--- src/rtl/gedi_pkg.sv ---
package gedi_pkg;
   localparam int unsigned REG_AW    = 2;
   localparam logic [REG_AW-1:0] A_RISE = 2'd0;
   localparam logic [REG_AW-1:0] A_FALL = 2'd1;
   localparam logic [REG_AW-1:0] A_STAT = 2'd2;
   localparam logic [REG_AW-1:0] A_WAKE = 2'd3;
endpackage

--- src/rtl/gedi_sync.sv ---
module gedi_sync #(
   parameter int unsigned WIDTH  = 28,
   parameter int unsigned STAGES = 2
) (
   input  logic             clk,
   input  logic             rst_n,
   input  logic [WIDTH-1:0] d_i,
   output logic [WIDTH-1:0] q_o
);
   logic [WIDTH-1:0] stg_q [STAGES];

   generate
      if (STAGES < 2) begin : g_bad_stages
         $error("gedi_sync: STAGES must be at least 2");
      end
      for (genvar s = 0; s < STAGES; s++) begin : g_stage
         if (s == 0) begin : g_first
            always_ff @(posedge clk or negedge rst_n) begin
               if (!rst_n) stg_q[0] <= '0;
               else        stg_q[0] <= d_i;
            end
         end else begin : g_next
            always_ff @(posedge clk or negedge rst_n) begin
               if (!rst_n) stg_q[s] <= '0;
               else        stg_q[s] <= stg_q[s-1];
            end
         end
      end
   endgenerate

   assign q_o = stg_q[STAGES-1];
endmodule

--- src/rtl/gedi_edge_status.sv ---
module gedi_edge_status #(
   parameter int unsigned WIDTH = 28
) (
   input  logic             clk,
   input  logic             rst_n,
   input  logic [WIDTH-1:0] lvl_i,
   input  logic [WIDTH-1:0] rise_en_i,
   input  logic [WIDTH-1:0] fall_en_i,
   input  logic [WIDTH-1:0] clr_i,
   output logic [WIDTH-1:0] det_o,
   output logic [WIDTH-1:0] sts_o
);
   logic [WIDTH-1:0] prev_q;
   logic [WIDTH-1:0] sts_q;
   logic [WIDTH-1:0] up_w;
   logic [WIDTH-1:0] down_w;

   assign up_w   = lvl_i & ~prev_q;
   assign down_w = ~lvl_i & prev_q;
   assign det_o  = (up_w & rise_en_i) | (down_w & fall_en_i);

   always_ff @(posedge clk or negedge rst_n) begin
      if (!rst_n) begin
         prev_q <= '0;
         sts_q  <= '0;
      end else begin
         prev_q <= lvl_i;
         sts_q  <= det_o | (sts_q & ~clr_i);
      end
   end

   assign sts_o = sts_q;

   generate
      for (genvar i = 0; i < WIDTH; i++) begin : g_chk
         AST_EDGE_SETS: assert property (@(posedge clk) disable iff (!rst_n)
            det_o[i] |=> sts_q[i]);
         AST_STICKY_HOLDS: assert property (@(posedge clk) disable iff (!rst_n)
            (sts_q[i] && !clr_i[i]) |=> sts_q[i]);
         AST_CLEAR_TAKES: assert property (@(posedge clk) disable iff (!rst_n)
            (clr_i[i] && !det_o[i]) |=> !sts_q[i]);
         AST_NO_ENABLE: assert property (@(posedge clk) disable iff (!rst_n)
            (!rise_en_i[i] && !fall_en_i[i] && !sts_q[i]) |=> !sts_q[i]);
      end
   endgenerate
endmodule

--- src/rtl/gpio_edge_irq.sv ---
module gpio_edge_irq
   import gedi_pkg::*;
#(
   parameter int unsigned NPINS   = 28,
   parameter int unsigned NDIRECT = 11,
   parameter int unsigned DW      = 32,
   parameter int unsigned SYNC_N  = 2
) (
   input  logic                clk,
   input  logic                rst_n,
   input  logic [REG_AW-1:0]   bus_addr,
   input  logic [DW-1:0]       bus_wdata,
   input  logic                bus_we,
   output logic [DW-1:0]       bus_rdata,
   input  logic [NPINS-1:0]    pins_in,
   input  logic                rtc_alarm_in,
   output logic [NDIRECT-1:0]  irq_direct,
   output logic                irq_summary,
   output logic                wake_req
);
   localparam int unsigned WAKE_W = NPINS + 1;
   localparam int unsigned NHIGH  = NPINS - NDIRECT;

   generate
      if (NDIRECT >= NPINS) begin : g_bad_split
         $error("gpio_edge_irq: NDIRECT must be below NPINS");
      end
      if (WAKE_W > DW) begin : g_bad_width
         $error("gpio_edge_irq: NPINS+1 must fit in DW");
      end
   endgenerate

   logic [NPINS-1:0]  rise_q, fall_q, lvl_w, det_w, sts_w, clr_w;
   logic [WAKE_W-1:0] wake_q;
   logic              wr_rise, wr_fall, wr_stat, wr_wake;
   logic              unused_wdata;

   assign unused_wdata = ^bus_wdata[DW-1:WAKE_W];

   assign wr_rise = bus_we && (bus_addr == A_RISE);
   assign wr_fall = bus_we && (bus_addr == A_FALL);
   assign wr_stat = bus_we && (bus_addr == A_STAT);
   assign wr_wake = bus_we && (bus_addr == A_WAKE);

   always_ff @(posedge clk or negedge rst_n) begin
      if (!rst_n) begin
         rise_q <= '0;
         fall_q <= '0;
         wake_q <= '0;
      end else begin
         if (wr_rise) rise_q <= bus_wdata[NPINS-1:0];
         if (wr_fall) fall_q <= bus_wdata[NPINS-1:0];
         if (wr_wake) wake_q <= bus_wdata[WAKE_W-1:0];
      end
   end

   assign clr_w = wr_stat ? bus_wdata[NPINS-1:0] : '0;

   gedi_sync #(.WIDTH(NPINS), .STAGES(SYNC_N)) u_sync (
      .clk   (clk),
      .rst_n (rst_n),
      .d_i   (pins_in),
      .q_o   (lvl_w)
   );

   gedi_edge_status #(.WIDTH(NPINS)) u_edge (
      .clk       (clk),
      .rst_n     (rst_n),
      .lvl_i     (lvl_w),
      .rise_en_i (rise_q),
      .fall_en_i (fall_q),
      .clr_i     (clr_w),
      .det_o     (det_w),
      .sts_o     (sts_w)
   );

   always_comb begin
      bus_rdata = '0;
      case (bus_addr)
         A_RISE:  bus_rdata[NPINS-1:0]  = rise_q;
         A_FALL:  bus_rdata[NPINS-1:0]  = fall_q;
         A_STAT:  bus_rdata[NPINS-1:0]  = sts_w;
         default: bus_rdata[WAKE_W-1:0] = wake_q;
      endcase
   end

   assign irq_direct  = sts_w[NDIRECT-1:0];
   assign irq_summary = |sts_w[NPINS-1:NDIRECT];
   assign wake_req    = (|(wake_q[NPINS-1:0] & sts_w)) | (wake_q[NPINS] & rtc_alarm_in);

   AST_SUMMARY_CLEARS: assert property (@(posedge clk) disable iff (!rst_n)
      (wr_stat && (&bus_wdata[NPINS-1:NDIRECT]) && !(|det_w[NPINS-1:NDIRECT]))
      |=> !irq_summary);
   AST_SUMMARY_RAISES: assert property (@(posedge clk) disable iff (!rst_n)
      (|det_w[NPINS-1:NDIRECT]) |=> irq_summary);
   AST_WAKE_ALARM: assert property (@(posedge clk) disable iff (!rst_n)
      (wake_q[NPINS] && rtc_alarm_in) |-> wake_req);
   AST_DIRECT_COUNT: assert property (@(posedge clk) disable iff (!rst_n)
      $countones(irq_direct) <= $countones(sts_w));

   initial begin
      AST_HIGH_GROUP: assert (NHIGH > 0);
   end
endmodule

--- config.mk ---
export PLATFORM = sky130hd
export DESIGN_NAME = gpio_edge_irq
export DESIGN_NICKNAME = d
export VERILOG_FILES = /design/src/rtl/gedi_pkg.sv /design/src/rtl/gedi_sync.sv /design/src/rtl/gedi_edge_status.sv /design/src/rtl/gpio_edge_irq.sv
export SDC_FILE = /design/constraint.sdc
export NUM_CORES = 1
export LEC_CHECK = 0
export ABC_AREA = 1
export CAP_MARGIN = 10
export CORE_UTILIZATION = 45
export DETAILED_ROUTE_END_ITERATION = 12
export PLACE_DENSITY = 0.74
export SLEW_MARGIN = 20
export SYNTH_ARGS = -nofsm -noshare
export SYNTH_HDL_FRONTEND = slang
export SYNTH_SLANG_ARGS = --single-unit
--- constraint.sdc ---
create_clock -name clk -period 1.52 [get_ports clk]
set_clock_uncertainty 0.15 [all_clocks]
set_input_delay 0.304 -clock clk [delete_from_list [all_inputs] [get_ports clk]]
set_output_delay 0.304 -clock clk [all_outputs]
set_load 0.01 [all_outputs]
==> flow_metrics.env <==
export IMPL_detail_route_drc_violations=0
export IMPL_achievable_frequency_mhz=505
export IMPL_root_driver="clkbuf_16"
export IMPL_cts_buffer_depth=2
export IMPL_drt_antenna_violating_nets=0
export IMPL_dr_total_vias=6471
export IMPL_total_leakage_power_uw=0.00530
export IMPL_wl_met3_um=966
export IMPL_drt_pass1_iter_count=5
export IMPL_worst_endpoint_required_ns=1.07
export IMPL_final_setup_vio_count=42
export IMPL_final_hpwl_dp_mm=13.0
export IMPL_cts_inserted_buffers=17
export IMPL_synthTopCellsByArea="dfrtp_1, nand2_1, o21ai_0"
export IMPL_yosysUniqueCellTypes=19
export IMPL_clock_network_latency_to_the_later_pin_of_the_worst_skew_pair_ns=0.44
export IMPL_h_tree_depth=4
export IMPL_final_design_area_no_fill_mm2=0.0110
export IMPL_drv_max_cap_violation_count=0
export IMPL_die_area_mm2=0.0180
export IMPL_detail_route_wirelength_met1_mm=8.98
export IMPL_vdd_ir_max_v=0.000963
export IMPL_syn_inst_count=835
export IMPL_die_width_um=134
export IMPL_synth_avg_cell_area_um2=9.40
export IMPL_met2_wirelength_mm=9.94
export IMPL_layout_cells_sized_above_1_pct=28.7
export IMPL_synth_top_cells_by_count="nand2_1, dfrtp_1, inv_1"
export IMPL_synth_area_mm2=0.00785
export IMPL_yosysWarnings=0
export IMPL_layout_nets=1131
export IMPL_antenna_cells_inserted=0
export IMPL_wire_per_inst_um=15.7
export IMPL_floorplan_io_pins=111
export IMPL_placedInstanceArea_mm2=0.0100
export IMPL_post_synth_top_count_cell="nand2_1"
export IMPL_cp_start_kind="register"
export IMPL_design_power_total_uw=14000
export IMPL_initial_core_util_pct=46.7
export IMPL_class_of_the_worst_hold_path="input port to register"
export IMPL_die_y_extent_um=134
export IMPL_final_hold_viol_count=0
export IMPL_path_clk_slew_ns=0.07
export IMPL_synth_seq_area_share_pct=62.8
export IMPL_synthDominantAreaCellType="dfrtp_1"
export IMPL_final_period_minus_worst_setup_slack_ns=1.98
export IMPL_totalWireLength_mm=20.3
export IMPL_grt_overflow=0
export IMPL_tritoncts_num_sinks=197
export IMPL_final_critical_path_setup_slack_ns=-0.460
export IMPL_synth_edff_count=0
export IMPL_synth_seq_cells=197
export IMPL_first_global_vias=6493
export IMPL_first_iter_violations=477
export IMPL_layout_area_overhead_vs_synth_pct=39.8
export IMPL_critPathKind="register to output pin"
export IMPL_grt_max_degree=57
export IMPL_routed_top_layer="met4"
export IMPL_cts_tree="done"
export IMPL_worst_setup_path_end_kind="output pin"
export IMPL_antenna_found_initial=0
export IMPL_cell_rows=47
export IMPL_grt_pass1_wl_mm=32.5
export IMPL_final_core_util_pct=65.3
export IMPL_core_mm2=0.0168
export IMPL_cp_data_arrival_time_ns=1.53
export IMPL_place_congestion=0.845
export IMPL_numPortBuffers=104
export IMPL_dominantRegCellSynth="dfrtp_1"
export IMPL_worst_hold_slack_ns=0.144
export IMPL_detail_route_vias_per_cell=4.99
export IMPL_synthArstFlopShare_pct=100
export IMPL_violations_in_the_final_reports="negative setup slack"
export IMPL_netlist_area_leader_share_pct=62.8
export IMPL_critical_path_peak_fanout=2
export IMPL_pwr_density_cell_mw_per_mm2=1270
export IMPL_outcome="finished, violations left"
export IMPL_grt_usage_pct=23.9
export IMPL_grt_setup_unrepaired="yes"
export IMPL_drv_slew=0
export IMPL_final_period_utilization_pct=130
-- final timing paths --
kind	startpoint	end	slack (ns)	depth (start not counted)
setup / recovery	wake_q[7]	wake_req	-0.46	7
hold / removal	pins_in[20]	u_sync.stg_q[48]	0.14	1
setup reg to reg	rise_q[19]	u_edge.sts_o[19]	0.34	5
hold reg to reg	u_sync.stg_q[33]	u_sync.q_o[5]	0.20	0
max in group asynchronous	rst_n	rise_q[13]	0.49	3
min in group asynchronous	rst_n	fall_q[0]	0.19	2
-- sequential cells by signal, summed over array words and instances, names as in the netlist --
name and cells:
u_edge.prev_q 28, rise_q 28, u_sync.q_o 28, fall_q 28, u_edge.sts_o 28, u_sync.stg_q 28, wake_q 29
-- cell type report --
cell class / instances / area [µm²]
Clock buffer: 20 / 457
Clock inverter: 12 / 124
Fill cell: 1308 / 5840
Inverter: 63 / 236
Multi-Input combinational cell: 531 / 2510
Sequential cell: 197 / 4930
Tap cell: 220 / 275
Timing Repair Buffer: 255 / 2440
-- report_power, final --
part | internal (µW) | leakage, µW | switching (µW)
logic | 1740 | 0.00270 | 1510
clock network | 2380 | 0.000276 | 2020
registers | 5870 | 0.00233 | 431
total | 9990 | 0.00530 | 3970
-- kinds of logic after synthesis --
| kind of cell | Yosys count | share of synthesized area [%] |
|---|---|---|
| buffers and inverters | 109 | 7.14 |
| DFF | 197 | 62.8 |
| AOI/OAI and AO/OA | 137 | 10.1 |
| other | 1 | 0.0478 |
| and+or+nand+nor | 391 | 19.9 |
-- routing by layer --
layer | GRT usage (%) | vias up
met3 | 5.56 | 31
met5 | 0 | -
li1 | - | 3142
met2 | 39.5 | 179
met1 | 31.1 | 3119
met4 | 7.74 | 0
-- placed cells by master, fill, tap and decap left out, drive strengths merged --
| cell | count |
|---|---|
| nand4 | 30 |
| nand2 | 302 |
| o21ai | 112 |
| clkinvlp | 3 |
| a31oi | 24 |
| bufbuf | 1 |
| conb | 3 |
| inv | 65 |
| clkdlybuf4s50 | 59 |
| nand3 | 8 |
| bufinv | 1 |
| dlygate4sd3 | 1 |
| a21oi | 1 |
| nor2 | 51 |
| clkbuf | 21 |
| buf | 193 |
| clkinv | 6 |
| dfrtp | 197 |
-- worst max-delay path, stage by stage, from the launching register on --
cell	delay, ns
dfrtp_1	0.40
nand2_1	0.12
nand2_1	0.06
nor2_1	0.11
nand2_1	0.05
nor2_1	0.08
nand2_1	0.10
buf_2	0.16
-- repair_timing --
item,in CTS,in global routing
resized for setup,270,42
buffers inserted,16,19
hold buffers,1,0
endpoints found under the setup margin,127,42
endpoints found under the hold margin,181,0
pin swaps,20,18
cloned,3,0
-- metrics by stage --
stage	worst slack, ns	std cells	TNS [ns]
floorplan	0.106	837	0
global placement	-0.980	1247	-82.29
detailed placement	-0.996	1247	-85.11
CTS	-0.441	1295	-8.45
global route	-0.530	1298	-9.68
finish	-0.460	1298	-7.56
No activity file was read; power rests on OpenSTA's default activity.
